[src/rtl/uart_fifo_pkg.sv]
package uart_fifo_pkg;

    localparam int BYTE_W = 8;

    typedef enum logic [1:0] {
        SEL_0 = 2'b00,
        SEL_1 = 2'b01,
        SEL_2 = 2'b10,
        SEL_3 = 2'b11
    } trig_sel_e;

    // receive threshold in stored bytes
    function automatic logic [7:0] rx_level(input trig_sel_e sel);
        case (sel)
            SEL_0:   rx_level = 8'd8;
            SEL_1:   rx_level = 8'd16;
            SEL_2:   rx_level = 8'd56;
            default: rx_level = 8'd60;
        endcase
    endfunction

    // transmit threshold in free slots
    function automatic logic [7:0] tx_level(input trig_sel_e sel);
        case (sel)
            SEL_0:   tx_level = 8'd8;
            SEL_1:   tx_level = 8'd16;
            SEL_2:   tx_level = 8'd32;
            default: tx_level = 8'd56;
        endcase
    endfunction

endpackage

[src/rtl/flush_seq.sv]
module flush_seq #(
    parameter int CYCLES = 3
) (
    input  logic clk,
    input  logic rst_n,
    input  logic start,
    output logic busy
);
    localparam int CW = $clog2(CYCLES + 1);

    typedef struct packed {
        logic          busy;
        logic [CW-1:0] left;
    } seq_t;

    seq_t s_d, s_q;

    always_comb begin
        s_d = s_q;
        if (start) begin
            s_d.busy = 1'b1;
            s_d.left = CW'(CYCLES - 1);
        end else if (s_q.busy) begin
            if (s_q.left == '0) s_d.busy = 1'b0;
            else                s_d.left = s_q.left - 1'b1;
        end
    end

    always_ff @(posedge clk or negedge rst_n) begin
        if (!rst_n) s_q <= '0;
        else        s_q <= s_d;
    end

    assign busy = s_q.busy;

    // run-length checker: busy never lasts longer than CYCLES
    logic [CW-1:0] run_q;
    always_ff @(posedge clk or negedge rst_n) begin
        if (!rst_n)          run_q <= '0;
        else if (start)      run_q <= '0;
        else if (s_q.busy)   run_q <= run_q + 1'b1;
        else                 run_q <= '0;
    end

    assert_busy_starts_R4: assert property (@(posedge clk) disable iff (!rst_n)
        start |=> busy);
    assert_busy_len_R4: assert property (@(posedge clk) disable iff (!rst_n)
        busy |-> (int'(run_q) < CYCLES));

endmodule

[src/rtl/byte_fifo.sv]
module byte_fifo #(
    parameter int WIDTH = 8,
    parameter int DEPTH = 64
) (
    input  logic                         clk,
    input  logic                         rst_n,
    input  logic                         clr,
    input  logic                         push,
    input  logic [WIDTH-1:0]             push_data,
    input  logic                         pop,
    output logic [WIDTH-1:0]             pop_data,
    output logic [$clog2(DEPTH+1)-1:0]   count,
    output logic                         overflow
);
    localparam int PTR_W = $clog2(DEPTH);
    localparam int CNT_W = $clog2(DEPTH + 1);
    localparam logic [CNT_W-1:0] FULL   = CNT_W'(DEPTH);
    localparam logic [PTR_W-1:0] LAST   = PTR_W'(DEPTH - 1);

    typedef struct packed {
        logic [PTR_W-1:0] wr;
        logic [PTR_W-1:0] rd;
        logic [CNT_W-1:0] cnt;
        logic             ovf;
        logic [WIDTH-1:0] dout;
    } fifo_t;

    fifo_t s_d, s_q;
    logic [WIDTH-1:0] mem [DEPTH];
    logic push_ok, pop_ok;

    always_comb begin
        push_ok = push && !clr && (s_q.cnt != FULL);
        pop_ok  = pop  && !clr && (s_q.cnt != '0);
        s_d = s_q;
        if (clr) begin
            s_d.wr  = '0;
            s_d.rd  = '0;
            s_d.cnt = '0;
            s_d.ovf = 1'b0;
        end else begin
            if (push && !push_ok) s_d.ovf = 1'b1;
            if (push_ok) s_d.wr = (s_q.wr == LAST) ? '0 : s_q.wr + 1'b1;
            if (pop_ok) begin
                s_d.rd   = (s_q.rd == LAST) ? '0 : s_q.rd + 1'b1;
                s_d.dout = mem[s_q.rd];
            end
            if (push_ok && !pop_ok)      s_d.cnt = s_q.cnt + 1'b1;
            else if (pop_ok && !push_ok) s_d.cnt = s_q.cnt - 1'b1;
        end
    end

    always_ff @(posedge clk or negedge rst_n) begin
        if (!rst_n) s_q <= '0;
        else        s_q <= s_d;
    end

    always_ff @(posedge clk) begin
        if (push_ok) mem[s_q.wr] <= push_data;
    end

    assign pop_data = s_q.dout;
    assign count    = s_q.cnt;
    assign overflow = s_q.ovf;

    assert_count_bound_R1: assert property (@(posedge clk) disable iff (!rst_n)
        count <= FULL);
    assert_full_drop_R1: assert property (@(posedge clk) disable iff (!rst_n)
        (push && !pop && !clr && count == FULL) |=> (count == FULL && overflow));
    assert_empty_pop_R3: assert property (@(posedge clk) disable iff (!rst_n)
        (pop && !push && !clr && count == '0) |=> (count == '0 && $stable(pop_data)));
    assert_flush_clears_R4: assert property (@(posedge clk) disable iff (!rst_n)
        clr |=> (count == '0 && !overflow));
    assert_flush_keeps_data_R7: assert property (@(posedge clk) disable iff (!rst_n)
        clr |=> $stable(pop_data));

endmodule

[src/rtl/uart_fifo_ctrl.sv]
module uart_fifo_ctrl
    import uart_fifo_pkg::*;
#(
    parameter int DEPTH      = 64,
    parameter int FLUSH_CYC  = 3
) (
    input  logic                        clk,
    input  logic                        rst_n,
    input  logic                        cfg_we,
    input  logic [7:0]                  cfg_data,
    input  logic                        enh_mode,
    input  logic                        rx_push,
    input  logic [BYTE_W-1:0]           rx_push_data,
    input  logic                        rx_pop,
    output logic [BYTE_W-1:0]           rx_pop_data,
    output logic [$clog2(DEPTH+1)-1:0]  rx_count,
    output logic                        rx_overflow,
    output logic                        rx_busy,
    output logic                        rx_irq,
    input  logic                        tx_push,
    input  logic [BYTE_W-1:0]           tx_push_data,
    input  logic                        tx_pop,
    output logic [BYTE_W-1:0]           tx_pop_data,
    output logic [$clog2(DEPTH+1)-1:0]  tx_count,
    output logic                        tx_overflow,
    output logic                        tx_busy,
    output logic                        tx_irq
);
    localparam int CNT_W = $clog2(DEPTH + 1);
    localparam logic [CNT_W-1:0] FULL = CNT_W'(DEPTH);

    // control byte fields
    localparam int B_EN = 0, B_RXF = 1, B_TXF = 2;

    typedef struct packed {
        logic      fifo_en;
        trig_sel_e rx_sel;
        trig_sel_e tx_sel;
    } ctrl_t;

    ctrl_t c_d, c_q;
    logic rx_start, tx_start;
    logic [CNT_W-1:0] rx_lvl, tx_lvl, tx_space;

    always_comb begin
        c_d = c_q;
        rx_start = 1'b0;
        tx_start = 1'b0;
        if (cfg_we) begin
            c_d.fifo_en = cfg_data[B_EN];
            c_d.rx_sel  = trig_sel_e'(cfg_data[7:6]);
            if (enh_mode) c_d.tx_sel = trig_sel_e'(cfg_data[5:4]);
            rx_start = cfg_data[B_EN] && cfg_data[B_RXF];
            tx_start = cfg_data[B_EN] && cfg_data[B_TXF];
        end
    end

    always_ff @(posedge clk or negedge rst_n) begin
        if (!rst_n) c_q <= '{fifo_en: 1'b0, rx_sel: SEL_0, tx_sel: SEL_0};
        else        c_q <= c_d;
    end

    flush_seq #(.CYCLES(FLUSH_CYC)) u_rx_seq (
        .clk(clk), .rst_n(rst_n), .start(rx_start), .busy(rx_busy));
    flush_seq #(.CYCLES(FLUSH_CYC)) u_tx_seq (
        .clk(clk), .rst_n(rst_n), .start(tx_start), .busy(tx_busy));

    byte_fifo #(.WIDTH(BYTE_W), .DEPTH(DEPTH)) u_rx_fifo (
        .clk(clk), .rst_n(rst_n), .clr(rx_busy),
        .push(rx_push), .push_data(rx_push_data),
        .pop(rx_pop), .pop_data(rx_pop_data),
        .count(rx_count), .overflow(rx_overflow));

    byte_fifo #(.WIDTH(BYTE_W), .DEPTH(DEPTH)) u_tx_fifo (
        .clk(clk), .rst_n(rst_n), .clr(tx_busy),
        .push(tx_push), .push_data(tx_push_data),
        .pop(tx_pop), .pop_data(tx_pop_data),
        .count(tx_count), .overflow(tx_overflow));

    always_comb begin
        rx_lvl   = CNT_W'(rx_level(c_q.rx_sel));
        tx_lvl   = CNT_W'(tx_level(c_q.tx_sel));
        tx_space = FULL - tx_count;
        rx_irq   = rx_count > rx_lvl;
        tx_irq   = tx_space > tx_lvl;
    end

    assert_tx_sel_hold_R10: assert property (@(posedge clk) disable iff (!rst_n)
        (cfg_we && !enh_mode) |=> $stable(c_q.tx_sel));
    assert_rx_irq_floor_R8: assert property (@(posedge clk) disable iff (!rst_n)
        rx_irq |-> (rx_count > CNT_W'(8)));
    assert_tx_irq_empty_R9: assert property (@(posedge clk) disable iff (!rst_n)
        (tx_count == '0) |-> tx_irq);
    assert_no_flush_disabled_R5: assert property (@(posedge clk) disable iff (!rst_n)
        (cfg_we && !cfg_data[B_EN] && !rx_busy) |=> !rx_busy);

endmodule

[config.mk]
export PLATFORM = sky130hd
export DESIGN_NAME = uart_fifo_ctrl
export DESIGN_NICKNAME = d
export VERILOG_FILES = /design/src/rtl/uart_fifo_pkg.sv /design/src/rtl/flush_seq.sv /design/src/rtl/byte_fifo.sv /design/src/rtl/uart_fifo_ctrl.sv
export SDC_FILE = /design/constraint.sdc
export NUM_CORES = 1
export LEC_CHECK = 0
export BUFFER_PORTS_ARGS = -buffer_cell sky130_fd_sc_hd__buf_2
export CORE_UTILIZATION = 39
export CTS_CLUSTER_DIAMETER = 60
export DETAILED_ROUTE_END_ITERATION = 12
export HOLD_SLACK_MARGIN = 0.06
export PLACE_DENSITY_LB_ADDON = 0.3
export SYNTH_ARGS = -nofsm -noshare
export SYNTH_HDL_FRONTEND = slang
export SYNTH_SLANG_ARGS = --single-unit
[constraint.sdc]
create_clock -name clk -period 4.3 [get_ports clk]
set_input_delay 0.43 -clock clk [delete_from_list [all_inputs] [get_ports clk]]
set_output_delay 0.43 -clock clk [all_outputs]
set_load 0.1 [all_outputs]
==> metrics.txt <==
Setup crit start kind=register; utilization after layout=44.4%; post-route setup TNS=0 ns; dpl hpwl=59.8 mm; Residual DRC=0; fmax=0.274 GHz; max-cap viol count=0; critical path arrival=3.22 ns; async set-reset flop share out of synthesis=6.06%; placed cells=3685; main flop type after synthesis=edfxtp_1; WS Path Type=register to output pin; Critical Path RT=3.87 ns; TritonCTS clock tree=yes; worst r2r src=u_rx_fifo.count[2]; CTS Buf Count=114; cells on worst reg2reg path=11; RSZ-0062 raised after global routing=no; Root Driver=clkbuf_16; R2R Path End=u_rx_fifo.count[6]; mapped cell area=0.0437 sq mm; non-filler instance count after layout=3907; Initial DRT Pass Iterations=7; number of distinct library cells after synthesis=65; Area Growth Syn to Fin=12.8%; GRT Util Overall=17.5%; Clock Latency Late Sink=0.70 ns; hold endpoint=c_q[1]; largest net degree at the start of global routing=66; vias in the first global route=22000; outcome=completed; Worst Clk Skew=0.0325 ns; Boundary Pins=68; Die Wd=337 um; layout cell share with drive strength beyond 1=25.0%; Worst Hold Slack=0.0984 ns; initial core utilization=39.4%; Hold Startpoint=enh_mode; hold path depth=3; grt total ovfl=0; Via density=5.50; DIE HEIGHT=337 um; Leakage=15.3 nW; Clock Pin Slew Worst Setup and Hold Paths=0.06 ns; WL/cell=25.0 um; FF+latch count, synth=1090; DRT Wirelength=97.7 mm; maximum buffer depth of the clock tree=3; Mapped Nets=2297; Detailed Route Iter0 Violations=2169; Port-buffer cells=66; number of synthesized flops with an enable pin=1024; die area=0.113 sq mm; final hold violation count=0; syn avg cell area=19.5 sq um; min-delay worst type=input pin to register; flop2flop setup slack=0.70 ns; critical path capture point type=output pin; post-synthesis sequential area ratio=74.1%; Power Total=29.2 mW; nets=2379; post-route ant nets=0; first-pass GRT wire length=146 mm; CTS sink count=1090; Core ar.=0.111 sq mm; vias after detailed routing=21500; minimum clock period=3.65 ns; H-tree levels=3; final cycle utilization of the critical path=84.8%; Mapped Cells=2237; Final GP Congestion=0.829; initial antenna violation count=0; final setup vio count=0; crit-path max FO=7; Pins Over Slew Limit=0; Max transition margin=16.1%; YS warnings=0; VDD IR max=366 uV; worst-margin pin slew=1.26 ns; standard-cell rows=122; PD cells=592 mW/mm^2
[sequential cells by signal (all words and copies together), names as in the netlist]
name and flops:
c_q 4, u_rx_fifo.count 7, u_rx_fifo.mem 512, u_rx_fifo.overflow 1, u_rx_fifo.pop_data 8, u_rx_fifo.s_q 12, u_rx_seq.busy 1, u_rx_seq.s_q 2
u_tx_fifo.count 7, u_tx_fifo.mem 512, u_tx_fifo.overflow 1, u_tx_fifo.pop_data 8, u_tx_fifo.s_q 12, u_tx_seq.busy 1, u_tx_seq.s_q 2
[area by class of cell]
class / instances / area [sq um]
inverter: 24 / 90.1
fill: 9357 / 61700
multi-input combinational: 972 / 10400
clock buffer: 137 / 3000
timing repair buffer: 117 / 781
clock inverter: 78 / 692
antenna: 1 / 2.50
tap: 1488 / 1860
sequential: 1090 / 32400
[kinds of logic (layout without fill, tap and decap cells)]
group / after synthesis / in the layout / synth area share, %
xor gates and xnor gates: 16 / 16 / 0.338
adders and majority gates: 28 / 28 / 0.836
AOI/OAI and AO/OA: 186 / 186 / 2.94
DFF: 1090 / 1090 / 74.1
buffers and inverters: 175 / 356 / 1.98
other: 0 / 1 / 0
muxes: 343 / 343 / 15.5
and+or+nand+nor: 399 / 399 / 4.25
[power breakdown]
group          internal [mW]  leakage (nW)  total [mW]  switching, mW
clock                   5.44          1.81        9.60           4.16
combinational           2.70          3.49        7.01           4.31
sequential              12.0          10.0        12.6          0.606
total                   20.1          15.3        29.2           9.07
[how the worst max path moves through the flow]
| stage | depth (start not counted) | slack, ns | from | end |
|---|---|---|---|---|
| after global routing | 9 | 0.43 | u_tx_fifo.count[0] | tx_irq |
| after global placement | 11 | 0.71 | u_rx_fifo.count[2] | u_rx_fifo.count[6] |
| final | 9 | 0.65 | u_tx_fifo.count[0] | tx_irq |
| after CTS | 9 | 0.58 | u_tx_fifo.count[0] | tx_irq |
| after detailed placement | 11 | 0.71 | u_rx_fifo.count[2] | u_rx_fifo.count[6] |
| after floorplan | 7 | 0.70 | c_q[2] | rx_irq |
[per-stage QoR]
step | instance area, sq um | setup WS (ns)
finish | 49300 | 0.655
CTS | 49300 | 0.578
global route | 49300 | 0.428
detailed placement | 45500 | 0.707
floorplan | 43700 | 0.700
global placement | 45500 | 0.714
[worst max-delay path: stages, from the launching register on]
cell and delay, ns:
dfrtp_1 0.44, or4_4 0.60, nor3_1 0.25, buf_4 0.19, nor2_1 0.06, ha_1 0.29, o21a_1 0.11, o21ai_0 0.08
nand2_1 0.08, buf_2 0.42
[routing by layer]
layer	part of all wire (%)	wire length, um	GRT usage, %	vias up
met3	7.1	6960	3.35	151
met4	2.3	2260	5.09	0
li1	-	-	-	9252
met5	0	0	0	-
met2	47	46400	27.3	729
met1	43	42100	24.9	11400
[synthesized netlist by cell type, types with 25 or more instances]
library cell  number  area [sq um]
edfxtp_1        1024         30700
mux4_2           266          5990
nor2_1           167           627
nand2_1          104           390
dfrtp_1           66          1650
mux2i_1           53           531
clkbuf_1          52           195
buf_2             42           210
a21oi_1           41           205
buf_4             40           300
a211oi_1          30           225
ha_1              26           325
o21ai_0           25           125
[cell usage in the layout, fill, tap and decap left out, types with 7 or more instances in the layout]
cell	instances
mux2i_1	53
nor3_1	16
mux2_2	24
o21ai_0	25
or3b_2	7
a211oi_1	30
inv_1	23
inv_6	10
edfxtp_1	1024
clkinv_2	24
nor2_1	167
o22ai_1	24
buf_2	65
xor2_1	7
mux4_2	266
xnor2_1	8
or3_1	7
clkinv_1	24
o31ai_1	7
clkbuf_1	17
nand2b_1	12
a21oi_1	41
bufinv_16	7
clkbuf_16	114
buf_4	42
nand3b_1	13
nand3_1	19
o21a_1	8
nand2_1	104
dfrtp_1	59
a32oi_1	9
nor2b_1	23
ha_1	26
[timing repair]
item | CTS | global route
setup buffers | 0 | 0
resized for setup | 0 | 0
hold buffers | 6 | 0
hold endpoints to repair | 39 | 0
Note: power is estimated with default switching activity, not from simulation.
